## config.mk

```make
export PLATFORM = sky130hd
export DESIGN_NAME = pin_toggle_irq
export DESIGN_NICKNAME = d
export VERILOG_FILES = /design/src/rtl/pin_toggle_irq.sv
export SDC_FILE = /design/constraint.sdc
export NUM_CORES = 1
export LEC_CHECK = 0
export BUFFER_PORTS_ARGS = -buffer_cell sky130_fd_sc_hd__buf_4
export CELL_PAD_IN_SITES_DETAIL_PLACEMENT = 1
export CELL_PAD_IN_SITES_GLOBAL_PLACEMENT = 2
export CORE_MARGIN = 2
export CORE_UTILIZATION = 41
export CTS_BUF_LIST = sky130_fd_sc_hd__clkbuf_2
export DETAILED_ROUTE_END_ITERATION = 8
export GPL_TIMING_DRIVEN = 0
export PLACE_DENSITY_LB_ADDON = 0.15
export SLEW_MARGIN = 25
export SYNTH_ARGS = -nofsm -noshare
export SYNTH_HDL_FRONTEND = slang
export SYNTH_SLANG_ARGS = --single-unit
```

## constraint.sdc

```tcl
create_clock -name clk -period 1.85 [get_ports clk]
set_clock_uncertainty 0.1 [all_clocks]
set_input_delay 0.37 -clock clk [delete_from_list [all_inputs] [get_ports clk]]
set_output_delay 0.37 -clock clk [all_outputs]
set_load 0.05 [all_outputs]
```

## src/rtl/pin_toggle_irq.sv

```systemverilog
module pin_toggle_irq (
  input  logic        clk,
  input  logic        rst_n,
  input  logic [23:0] pin_i,
  input  logic        gie_i,
  input  logic        wr_en_i,
  input  logic [2:0]  wr_addr_i,
  input  logic [7:0]  wr_data_i,
  input  logic [2:0]  rd_addr_i,
  output logic [7:0]  rd_data_o,
  input  logic [2:0]  ack_i,
  output logic [2:0]  irq_o,
  output logic        irq_any_o,
  output logic [1:0]  irq_id_o
);
  localparam logic [23:0] PIN_PRESENT = 24'hFF7FFF;
  localparam logic [2:0]  ADDR_EN     = 3'd3;
  localparam logic [2:0]  ADDR_FLAG   = 3'd4;

  logic [23:0] sync1, sync2, prev, mask;
  logic [2:0]  gen, flag, hit, clr;
  logic [23:0] tog;

  always_ff @(posedge clk or negedge rst_n) begin
    if (!rst_n) begin
      sync1 <= '0;
      sync2 <= '0;
      prev  <= '0;
    end else begin
      sync1 <= pin_i;
      sync2 <= sync1;
      prev  <= sync2;
    end
  end

  assign tog = (sync2 ^ prev) & mask;
  assign hit = gen & {|tog[23:16], |tog[14:8], |tog[7:0]};
  assign clr = ack_i | ((wr_en_i && wr_addr_i == ADDR_FLAG) ? wr_data_i[2:0] : 3'b000);

  always_ff @(posedge clk or negedge rst_n) begin
    if (!rst_n) begin
      mask <= '0;
      gen  <= '0;
      flag <= '0;
    end else begin
      for (int g = 0; g < 3; g++)
        if (wr_en_i && wr_addr_i == 3'(g))
          mask[g*8 +: 8] <= wr_data_i & PIN_PRESENT[g*8 +: 8];
      if (wr_en_i && wr_addr_i == ADDR_EN)
        gen <= wr_data_i[2:0];
      flag <= (flag & ~clr) | hit;
    end
  end

  always_comb begin
    case (rd_addr_i)
      3'd0:      rd_data_o = mask[7:0];
      3'd1:      rd_data_o = mask[15:8];
      3'd2:      rd_data_o = mask[23:16];
      ADDR_EN:   rd_data_o = {5'b0, gen};
      ADDR_FLAG: rd_data_o = {5'b0, flag};
      default:   rd_data_o = '0;
    endcase
  end

  assign irq_o     = flag & gen & {3{gie_i}};
  assign irq_any_o = |irq_o;
  assign irq_id_o  = irq_o[0] ? 2'd0 : irq_o[1] ? 2'd1 : irq_o[2] ? 2'd2 : 2'd0;
endmodule


```

==> results of run 1 <==
where the power goes:
group	internal, uW	switching [uW]	total, uW
registers	2370	157	2530
logic	559	496	1050
clock network	352	777	1130
sequential cells by signal (all words and copies together) (netlist names):
| name | flops |
|---|---|
| flag | 3 |
| gen | 3 |
| mask | 23 |
| prev | 23 |
| sync1 | 23 |
| sync2 | 23 |
worst min-delay path by stage:
stage,depth (start not counted),from,slack (ns),endpoint
floorplan,0,rst_n,-0.03,flag[0]
global placement,0,sync1[21],0.23,sync2[21]
finish,3,ack_i[2],0.06,flag[2]
detailed placement,0,sync1[21],0.24,sync2[21]
CTS,3,ack_i[0],0.01,flag[0]
global route,3,ack_i[1],0.008,flag[1]
stage by stage:
stage	TNS (ns)	utilization [%]	hold WS (ns)	setup slack (ns)	cells
4_1_cts	-3.46	57.2	0.0105	-0.440	445
3_5_place_dp	-0.910	49.4	0.236	-0.233	387
5_1_grt	-4.83	57.9	0.00755	-0.494	453
6_report	-2.88	57.9	0.0638	-0.372	453
2_1_floorplan	-0.339	-	-0.0256	-0.218	225
3_3_place_gp	-0.866	49.4	0.232	-0.247	387
metal layers:
metal / vias to the layer above / track usage, % / wire length, um
li1: 1027 / - / -
met5: - / 0 / 0
met1: 1121 / 22.4 / 3220
met3: 6 / 4.70 / 294
met2: 48 / 29.6 / 3900
met4: 0 / 3.93 / 42
placed cells by master (no fill, tap or decap), types with 5 or more instances in the layout:
| cell type | n |
|---|---|
| buf_4 | 58 |
| mux2i_1 | 7 |
| a22oi_1 | 10 |
| buf_6 | 14 |
| nor2_2 | 5 |
| clkbuf_2 | 9 |
| dlygate4sd3_1 | 32 |
| xor2_1 | 23 |
| nor2_1 | 7 |
| dfrtp_1 | 98 |
| mux2_2 | 26 |
| a21oi_1 | 6 |
| nand2_1 | 6 |
cell type report:
class / instances / area share, %
well taps: 105 / 2.76
clock buffers: 9 / 0.946
multi-input cells: 119 / 22.0
plain buffers: 4 / 0.368
flip-flops and latches: 98 / 51.5
repair buffers: 107 / 20.1
clock inverters: 7 / 1.97
inverters: 4 / 0.315
timing repair:
item | in CTS | in global routing
cloned | 0 | 0
gates resized for setup | 28 | 1
pin swaps | 4 | 2
endpoints found under the setup margin | 14 | 14
hold buffers | 32 | 0
buffers inserted | 10 | 8
hold endpoints to repair | 147 | 0
logic make-up after synthesis:
logic type	synth area share, %
simple gates	6.07
mux	11.5
compound gates	4.88
buf+inv	0.940
flops	70.8
xor+xnor	5.82
worst max-delay path: cells and delay by family, from the launching register on:
| family | cells | cell delay [ns] |
|---|---|---|
| AO/OA/AOI/OAI | 1 | 0.05 |
| buffers and inverters | 2 | 0.24 |
| flip-flops | 1 | 0.46 |
| multiplexers | 1 | 0.48 |
==> flow_metrics.env, run 1 <==
export IMPL_critical_path_startpoint="gen[0]"
export IMPL_cp_required_ns=1.38
export IMPL_io_buffers=57
export IMPL_grt_overflow=0
export IMPL_root_buffer="clkbuf_2"
export IMPL_cp_start_kind="register"
export IMPL_die_h_um=95.9
export IMPL_synthTopCellsByArea="dfrtp_1, mux2_2, xor2_1, a22oi_1, mux2i_1"
export IMPL_viasPerCell=4.86
export IMPL_fillCellCount=819
export IMPL_timing_final_crit_period_ns=2.22
export IMPL_crit_chain="mux4_2, inv_2, o21ai_2, buf_6"
export IMPL_relSlewSlack_pct=42.8
export IMPL_synth_ff_type="dfrtp_1"
export IMPL_ioPinCount=59
export IMPL_tightest_slew_ns=0.858
export IMPL_drt_iter0_drc=49
export IMPL_endpoint="rd_data_o[0]"
export IMPL_grt_usage_pct=17.4
export IMPL_final_cell_area_mm2=0.00476
export IMPL_p_per_area_mw_per_mm2=989
export IMPL_diodes=0
export IMPL_max_stage_delay_ns=0.48
export IMPL_final_nets=388
export IMPL_ys_warn_count=0
export IMPL_cts_htree_levels=3
export IMPL_crit_slowest_cell="mux4_2"
export IMPL_ys_seq_elements=98
export IMPL_die_area_mm2=0.00919
export IMPL_synthesis_area_mm2=0.00346
export IMPL_drive_gt1_share_pct=40.5
export IMPL_worst_path_max_fanout=4
export IMPL_clockBufferDepth=2
export IMPL_post_route_drc_count=0
export IMPL_yosys_top_cells_count="dfrtp_1, mux2_2, xor2_1"
export IMPL_power_total_uw=4710
export IMPL_status="complete, but fails checks"
export IMPL_post_route_period_util_pct=120
export IMPL_antenna_found_initial=0
export IMPL_initial_core_util_pct=42.1
export IMPL_end_kind="primary output"
export IMPL_setup_ws_ns=-0.372
export IMPL_grt_pass1_wl_um=11700
export IMPL_multiInputGateArea_mm2=0.00105
export IMPL_clk_pin_slew_ns=0.27
export IMPL_hold_class="in2reg"
export IMPL_yosysTopAreaCellShare_pct=70.8
export IMPL_ff2ff_path_depth=5
export IMPL_clock_latency_ns=0.54
export IMPL_place_congestion=0.756
export IMPL_dp_hpwl_um=4850
export IMPL_ys_seq_area_share_pct=70.8
export IMPL_max_freq_mhz=450
export IMPL_hold_viol_final=0
export IMPL_crit_type="reg2out"
export IMPL_rsz0062_at_grt="true"
export IMPL_regToRegSetupSlack_ns=0.21
export IMPL_vdd_ir_drop_max_mv=0.739
export IMPL_final_antenna_net_count=0
export IMPL_wirelength_um=7460
export IMPL_cts_sinks=98
export IMPL_synth_edff_count=0
export IMPL_async_flop_share_pct=100
export IMPL_area_delta_synth_final_pct=37.5
export IMPL_cts_buffers=9
export IMPL_drt_pass1_iterations=4
export IMPL_setup_violations=12
export IMPL_r2r_end="flag[0]"
export IMPL_vias=2202
export IMPL_drv_cap=0
export IMPL_cts_tree="done"
export IMPL_ys_types=28
export IMPL_placementRows=33
export IMPL_postSynthCellCount=225
export IMPL_avgRoutedWirePerCell_um=16.5
export IMPL_grt_start_max_net_pins=99
export IMPL_slew_viol_final=0
export IMPL_syn_nets=270
export IMPL_grt_pass1_vias=2307
export IMPL_failed_checks="negative setup slack"
export IMPL_leakagePower_uw=0.00219
export IMPL_die_width_um=95.9
export IMPL_seqCellArea_mm2=0.00245
export IMPL_synth_most_common_cell="dfrtp_1"
export IMPL_yosys_area_top_type="dfrtp_1"
export IMPL_coreArea_mm2=0.00822
export IMPL_critPathArrivalTime_ns=1.75
export IMPL_rr_startpoint="mask[7]"
export IMPL_synth_avg_cell_area_um2=15.4
export IMPL_place_area_mm2=0.00406
Note: power is estimated with default switching activity, not from simulation.
==> run 2, diff against run 1 <==
BUFFER_PORTS_ARGS = -buffer_cell sky130_fd_sc_hd__buf_2   (was -buffer_cell sky130_fd_sc_hd__buf_4)
==> run 2 against run 1 <==
The flow still finishes with violations (negative setup slack). Register-to-register slack worse by 0.10 ns. Worst setup slack lost 0.0040 ns. Clock power barely moved. Power increased by 1.9%. Largest cell class unchanged.
==> flow_metrics.env, run 2 (synthesis gave the netlist of run 1 again) <==
export IMPL_fin_util_pct=58.0
export IMPL_critPathArrivalTime_ns=1.76
export IMPL_min_to="flag[1]"
export IMPL_cts_sinks=98
export IMPL_clock_latency_ns=0.54
export IMPL_antenna_found_initial=0
export IMPL_io_buffers=57
export IMPL_status="complete, but fails checks"
export IMPL_place_congestion=0.744
export IMPL_viasPerCell=4.85
export IMPL_p_per_area_mw_per_mm2=1010
export IMPL_clk_pin_slew_ns=0.24
export IMPL_die_h_um=95.9
export IMPL_regToRegSetupSlack_ns=0.11
export IMPL_cts_buffers=9
export IMPL_ioPinCount=59
export IMPL_path_buf_inv=2
export IMPL_final_nets=396
export IMPL_drive_gt1_share_pct=42.3
export IMPL_final_antenna_net_count=0
export IMPL_post_route_period_util_pct=120
export IMPL_ff2ff_path_depth=5
export IMPL_vias=2229
export IMPL_clockBufferDepth=2
export IMPL_crit_slowest_cell="mux4_2"
export IMPL_post_route_drc_count=0
export IMPL_rr_startpoint="mask[7]"
export IMPL_grt_pass1_vias=2341
export IMPL_crit_type="reg2out"
export IMPL_initial_core_util_pct=42.1
export IMPL_cp_start_kind="register"
export IMPL_end_kind="primary output"
export IMPL_tightest_slew_ns=0.677
export IMPL_root_buffer="clkbuf_2"
export IMPL_vdd_ir_drop_max_mv=0.507
export IMPL_timing_final_crit_period_ns=2.23
export IMPL_gr_usage_met1_pct=23.5
export IMPL_failed_checks="negative setup slack"
export IMPL_die_area_mm2=0.00919
export IMPL_diodes=0
export IMPL_drv_cap=0
export IMPL_setup_violations=12
export IMPL_drt_pass1_iterations=6
export IMPL_rsz0062_at_grt="true"
export IMPL_max_stage_delay_ns=0.49
export IMPL_crit_chain="mux4_2, inv_2, o21ai_2, buf_6"
export IMPL_grtUsageMet3_pct=4.23
export IMPL_cts_htree_levels=3
export IMPL_hold_class="in2reg"
export IMPL_max_freq_mhz=449
export IMPL_r2r_end="flag[0]"
export IMPL_setup_ws_ns=-0.376
export IMPL_fin_hold_ws_ns=0.0518
export IMPL_avgRoutedWirePerCell_um=16.2
export IMPL_grtUsageMet2_pct=28.4
export IMPL_hold_viol_final=0
export IMPL_hold_path_startpoint="ack_i[1]"
export IMPL_grt_busiest_layer="met2"
export IMPL_most_common_layout_cells="dfrtp_1, buf_2, dlygate4sd3_1, mux2_2"
export IMPL_hold_path_depth=3
export IMPL_place_area_mm2=0.00395
export IMPL_final_cell_area_mm2=0.00476
export IMPL_grt_overflow=0
export IMPL_mostFrequentLayoutCell="dfrtp_1"
export IMPL_placementRows=33
export IMPL_grt_usage_pct=17.5
export IMPL_cts_tree="done"
export IMPL_area_delta_synth_final_pct=37.6
export IMPL_worst_path_max_fanout=4
export IMPL_die_width_um=95.9
export IMPL_grt_pass1_wl_um=11700
export IMPL_critPathTopFamily="multiplexers"
export IMPL_cp_required_ns=1.38
export IMPL_wirelength_um=7450
export IMPL_grt_start_max_net_pins=72
export IMPL_leakagePower_uw=0.00220
export IMPL_slew_viol_final=0
export IMPL_dp_hpwl_um=4810
export IMPL_drt_iter0_drc=55
export IMPL_coreArea_mm2=0.00822
export IMPL_relSlewSlack_pct=54.9
export IMPL_power_total_uw=4800
==> run 2: layout make-up <==
class | instances | area [um2]
buffer | 4 | 17.5
clock buffer | 10 | 50.0
clock inverter | 5 | 86.3
fill | 818 | 3450
inverter | 4 | 15.0
multi-input combinational | 119 | 1060
sequential | 98 | 2450
tap | 105 | 131
timing repair buffer | 115 | 946
==> run 2: repair_timing <==
item / in CTS / in global routing
gates resized for setup: 40 / 5
setup buffers: 14 / 10
hold buffers: 32 / 1
endpoints found under the hold margin: 145 / 1
endpoints found under the setup margin: 14 / 14
pin swaps: 9 / 5
==> run 2: routing by layer <==
metal	part of all wire, %	vias up
met2	50	49
li1	-	1038
met4	1.2	0
met5	0	-
met1	45	1135
met3	3.6	7
==> run 2: report_power, final <==
part           switching (uW)  internal, uW
clock network             705           459
registers                 154          2370
logic                     522           594
total                    1380          3420
==> run 2: per-stage QoR <==
step                instances  setup TNS, ns  setup slack, ns
floorplan                 225         -0.339           -0.218
global placement          387         -66.03           -0.665
detailed placement        388          -1.41           -0.352
CTS                       449          -3.28           -0.437
global route              460          -4.25           -0.470
finish                    460          -2.67           -0.376
==> run 2: worst register-to-register path, delay by kind of cell (launching register included) <==
family | cells | cell delay (ns)
AO/OA/AOI/OAI | 2 | 0.61
buffers and inverters | 2 | 0.26
AND/OR/NAND/NOR | 1 | 0.22
flip-flops | 1 | 0.44
==> run 2: how the worst max path moves through the flow <==
stage                 start           end  cells past startpoint
2_1_floorplan        gen[2]   irq_id_o[1]                      2
3_3_place_gp          rst_n      sync1[3]                      1
3_5_place_dp   rd_addr_i[2]  rd_data_o[1]                      6
4_1_cts              gen[0]  rd_data_o[0]                      4
5_1_grt              gen[0]  rd_data_o[0]                      4
6_report             gen[0]  rd_data_o[0]                      4
